==> config.mk <==
export PLATFORM = sky130hd
export DESIGN_NAME = xcr_read_unit
export DESIGN_NICKNAME = d
export VERILOG_FILES = /design/src/rtl/xcr_read_unit.sv
export SDC_FILE = /design/constraint.sdc
export NUM_CORES = 1
export LEC_CHECK = 0
export BUFFER_PORTS_ARGS = -buffer_cell sky130_fd_sc_hd__buf_2
export CORE_AREA = 10 10 208 210
export DETAILED_ROUTE_END_ITERATION = 7
export DIE_AREA = 0 0 218 220
export SLEW_MARGIN = 0
export SYNTH_ARGS = -nofsm -noshare
export SYNTH_HDL_FRONTEND = slang
export SYNTH_SLANG_ARGS = --single-unit
==> constraint.sdc <==
create_clock -name clk -period 0.83 [get_ports clk]
set_input_delay 0.083 -clock clk [delete_from_list [all_inputs] [get_ports clk]]
set_output_delay 0.083 -clock clk [all_outputs]
set_load 0.02 [all_outputs]
==> src/rtl/xcr_read_unit.sv <==
module xcr_read_unit #(
  parameter int XLEN     = 64,
  parameter int FLAG_W   = 6,
  parameter int FEAT_BIT = 26,
  parameter int OSE_BIT  = 18,
  parameter logic [23:0] OPC = 24'h0F01D0,
  parameter logic [7:0]  VEC_UD = 8'd6,
  parameter logic [7:0]  VEC_GP = 8'd13
) (
  input  logic              clk,
  input  logic              rst_n,
  input  logic              issue,
  input  logic [23:0]       op_bytes,
  input  logic              pfx_lock,
  input  logic              pfx_opsize,
  input  logic              pfx_rep,
  input  logic              pfx_repne,
  input  logic [XLEN-1:0]   count_val,
  input  logic [31:0]       feat_word,
  input  logic [31:0]       cr4_val,
  input  logic              mode64,
  input  logic [XLEN-1:0]   old_ax,
  input  logic [XLEN-1:0]   old_dx,
  input  logic [FLAG_W-1:0] flags_in,
  input  logic              pre_we,
  input  logic [31:0]       pre_idx,
  input  logic [XLEN-1:0]   pre_data,
  output logic              res_valid,
  output logic [XLEN-1:0]   res_ax,
  output logic [XLEN-1:0]   res_dx,
  output logic              fault_valid,
  output logic [7:0]        fault_vec,
  output logic [15:0]       fault_err,
  output logic [FLAG_W-1:0] flags_out
);
  localparam int HALF = XLEN / 2;
  localparam logic [XLEN-1:0] XCR0_RST = {{(XLEN-1){1'b0}}, 1'b1};

  logic [XLEN-1:0] xcr0;
  logic            go, ud, gp;
  logic [HALF-1:0] sel, up_ax, up_dx;

  assign go    = issue && (op_bytes == OPC);
  assign sel   = count_val[HALF-1:0];
  assign ud    = pfx_lock | pfx_opsize | pfx_rep | pfx_repne
               | ~feat_word[FEAT_BIT] | ~cr4_val[OSE_BIT];
  assign gp    = !ud && (sel != '0);
  assign up_ax = mode64 ? '0 : old_ax[XLEN-1:HALF];
  assign up_dx = mode64 ? '0 : old_dx[XLEN-1:HALF];

  always_ff @(posedge clk or negedge rst_n) begin
    if (!rst_n) xcr0 <= XCR0_RST;
    else if (pre_we && pre_idx == '0) xcr0 <= pre_data;
  end

  always_ff @(posedge clk or negedge rst_n) begin
    if (!rst_n) begin
      res_valid   <= 1'b0;
      fault_valid <= 1'b0;
      fault_vec   <= '0;
      fault_err   <= '0;
      res_ax      <= '0;
      res_dx      <= '0;
      flags_out   <= '0;
    end else begin
      res_valid   <= go && !ud && !gp;
      fault_valid <= go && (ud || gp);
      if (go) begin
        fault_vec <= ud ? VEC_UD : VEC_GP;
        fault_err <= '0;
        flags_out <= flags_in;
        if (!ud && !gp) begin
          res_ax <= {up_ax, xcr0[HALF-1:0]};
          res_dx <= {up_dx, xcr0[XLEN-1:HALF]};
        end
      end
    end
  end
endmodule

* Word level (Yosys, flattened, before mapping)
Cells that the tools add are included.
Word-level totals: register bits 208, latch bits 0, memory bits (writable) 0, ROM bits 0, input port bits 391, output and inout bits 160, logic and storage cells 31, memories 0
Cells by class: add/subtract/negate cells 0, multipliers 0, divide/modulo/power cells 0, magnitude comparators 0, equal/unequal tests 1, shift-type cells 0, multiplexer cells 3, bitwise gates (word level) 7, reductions and logical operators 13
Operators with widths (number):
- 32-bit two-way mux | 2
- 32-bit zero test | 1
- 32-bit nonzero test | 1
- 24-bit by 20-bit equality test with 1-bit output (second input constant) | 1
- 1-bit logical AND | 7
- 1-bit bitwise OR | 5
- 4-bit two-way mux | 1
- 1-bit zero test | 2
- 1-bit inverter | 2
- 2-bit AND reduction | 1
- 1-bit logical OR | 1

* Longest topological paths before layout
depth after elaboration 10, mapped depth 7, mapped depth without buffers 5

* Least setup slack after synthesis
No wires, ideal clock.
path kind in2reg, start input port pre_idx[6], end register xcr0[10], library setup time 0.125 ns, arrival 1.559 ns, required time 0.705 ns, path slack -0.854 ns, stages 6, path buffers 2, cells stage by stage or4_4 > nor4_2 > and4_4 > buf_12 > buf_12 > mux2_4
Between the ends: cells in the longest elaborated chain, start to end 2
Ends and longest elaborated chain:
- start: declaration | line 26 | input logic [31:0] pre_idx,
- 32-bit zero test | line 53 | else if (pre_we && pre_idx == '0) xcr0 <= pre_data;
- 1-bit logical AND | line 53
- end signal: assignment | line 53
- end: declaration | line 39 | logic [XLEN-1:0] xcr0;
Every way passes these cells. A chain may end at the register's enable or synchronous reset.

* Final worst setup path
start input port pre_idx[6], end register xcr0[62]
Same word-level chain as after synthesis.

==> results.md <==
- Area Growth Syn to Fin: 83.2%
- Seq/Total Area, Yosys: 0.584
- Most common cell in the netlist: dfrtp_1
- Die area: about 48,000 um2
- Setup violators final: 342
- Leak: 8.37 nW
- First-pass GRT wire length: 45,100 um
- DRT Pass-1 Iters: 4
- EDFF count, synth: 0
- Element type at the critical path start: primary input
- Synth cell count leaders: dfrtp_1 (202), mux2_1 (124), nor2b_1 (65)
- Grt ovf: 0
- Yosys cell types: 29
- Worst path max stage delay: around 0.54 ns
- Final hold slack: around 0.052 ns
- Hold Crit Class: primary input to flop
- Crit path DAT: between 1.5 and 2 ns
- Worst vdd ir: 0.00140 V
- Mapped cell area: slightly below 9000 um2
- Largest family of logic cells by synthesized area: multiplexers
- Placed insts: 1,474
- Crit path max fanout: 30
- Critical path, cell by cell: buf_6 -> or4_4 -> nor4_4 -> and4_4 -> buf_16 -> mux2_4
- Via density: about 4.1
- HPWL after detailed placement: around 21,000 um
- Initial DRC Count: ~310
- DR DRC count: 0
- Die X: 218 um
- Synth top area cells: dfrtp_1 (58%), mux2_1 (16%), mux2_4 (10%), nor2b_1 (4.7%), buf_4 (2.0%)
- Fin crit share: 1.68
- Placer congestion estimate: 0.762
- Skew-Pair Late Insertion Delay: 0.53 ns
- Synth Area in XOR/XNOR: 0
- Synth Warn #: 0
- RSZ-0062 raised after global routing: true
- Levels on crit path: 6
- Final Util: 0.406
- Largest net degree at the start of global routing: 59
- Synth async-reset ratio: 1.00
- Final WS setup: -0.566 ns
- Fin cells: 1,734
- Routed via count: 7,125
- Main synth FF type: dfrtp_1
- Peak Freq: 716 MHz
- Die H: 220 um
- Final setup TNS: -144.99 ns
- CTS root buf: clkbuf_16
- Pwr Total: 23.6 mW
- Skew final: 0.00698 ns
- Simple logic cell fraction of the synthesized area: 0.0759
- Fin. Hold Viols: 0
- Num rows: 73
- Maximum clock path buffer count: 3
- Mux cell area share after synthesis: 0.285
- FF-to-FF path depth: 2
- Worst path bufs/invs: 2
- Hold Path Depth: 3
- H-tree levels: 1
- Vias in the first global route: 7,618
- NumNets Final: ~1,600
- Initial core utilization: 0.221
- Synthesized flop and latch total: a little over 200
- Gr usage total: 0.117
- Num Clock Sinks: 203
- CTS tree: yes
- Synth Area in Compound Gates: 0
- Initial antenna violation count: 3
- Tmin final: between 1 and 1.5 ns
- Share of layout cells above drive strength 1: 0.632
- Final Max Slew Viols: 0
- Power Dens Cells: 1480 nW/um2
- CP Capture Type: flop
- Detail Route Antenna Nets: 0
- Routed wire length: ~33,000 um
- Crit Path Category: primary input to flop
- Status: finished, violations left
- Total CTS buffers: 26
- Yosys top cell by area: dfrtp_1
- Largest delay contributor family on the critical path: simple AND/OR/NAND/NOR gates
- Syn_area_per_cell: 15.6 um2
- WL/cell: 19.2 um
- Port buffer count: 372
- # Max-Cap Violations: 0
- Adder-cell share of the synthesized area: 0
- Num ports: 551
- Core area: 39,300 um2
- Cells after synthesis: around 560
- Failing checks: negative setup slack
- CP Data Required Time: 1.24 ns
- Share of the synthesized area in the top cell type: 0.581
- Clock-pin slew on the worst setup and hold paths: 0.06 ns
- CP max stage cell: or4_4
## sequential cells by signal (all words and copies together) (netlist names)
| register | cells |
|---|---|
| fault_valid | 1 |
| fault_vec | 3 |
| flags_out | 6 |
| res_ax | 64 |
| res_dx | 64 |
| res_valid | 1 |
| xcr0 | 64 |
## per-stage QoR
stage / worst slack, ns / instance area, um2
global route: -0.614 / 15900
global placement: -1.06 / 11900
detailed placement: -1.11 / 11900
finish: -0.566 / 15900
floorplan: -0.845 / 9320
CTS: -0.495 / 14400
## area by class of cell
type | instances | area (um2)
fillers | 3490 | 23300
repair buffers | 632 | 5440
flip-flops and latches | 203 | 5080
multi-input cells | 323 | 3830
clock buffers | 36 | 769
well taps | 525 | 657
clock inverters | 12 | 145
diodes | 2 | 5.00
inverters | 1 | 3.75
## cell usage in the layout (no fill, tap or decap), types with 2 or more instances in the layout
cell	instances
nor3_4	2
clkinv_2	6
buf_2	225
buf_4	101
conb_1	20
nor4_1	10
buf_6	150
nor4_2	3
dlygate4sd3_1	131
buf_12	12
nor4_4	4
nor3_1	2
mux2_4	191
clkbuf_8	7
mux2_2	8
clkinv_4	2
clkbuf_16	32
buf_16	6
diode_2	2
nand4_1	4
dfrtp_1	202
clkbuf_1	3
nor2b_1	65
bufinv_16	3
nand3_1	2
## power breakdown
group | internal (mW) | switching [mW] | leakage [nW]
Clock | 7.39 | 4.46 | 0.454
Sequential | 9.90 | 0.000000948 | 2.83
Combinational | 1.04 | 0.784 | 5.09
## tightest hold or removal path, delay by kind of cell
family / cells / cell delay [ns]
AND/OR/NAND/NOR: 1 / 0.20
buffers and inverters: 1 / 0.09
multiplexers: 1 / 0.18
## metal layers
layer / track usage / wire, um
met1: 0.148 / 13400
met2: 0.184 / 15900
met3: 0.0431 / 3060
met4: 0.0305 / 845
met5: 0 / 0
## final timing paths
kind	end	slack, ns	startpoint
worst min-delay path	res_ax[61]	0.05	old_ax[61]
max in group asynchronous	res_dx[60]	0.21	rst_n
worst max register to register	res_ax[33]	-0.11	res_ax[33]
worst min register to register	xcr0[13]	0.51	xcr0[13]
worst max-delay path	xcr0[62]	-0.57	pre_idx[6]
min in group asynchronous	res_ax[9]	0.12	rst_n
## logic make-up (layout without fill, tap and decap cells)
group | after synthesis | in the layout
buf+inv | 51 | 681
simple gates | 103 | 103
mux | 200 | 200
other cells | 1 | 22
flops | 203 | 203
## what timing repair did
item                                    4_1_cts  5_1_grt
gates cloned                                  2        5
hold buffers                                131        0
endpoints found under the setup margin      340      343
resized for setup                            49      285
hold endpoints to repair                    333        0
pin swaps                                     4        3
buffers inserted                              6       66
Note: power is estimated with default switching activity, not from simulation.
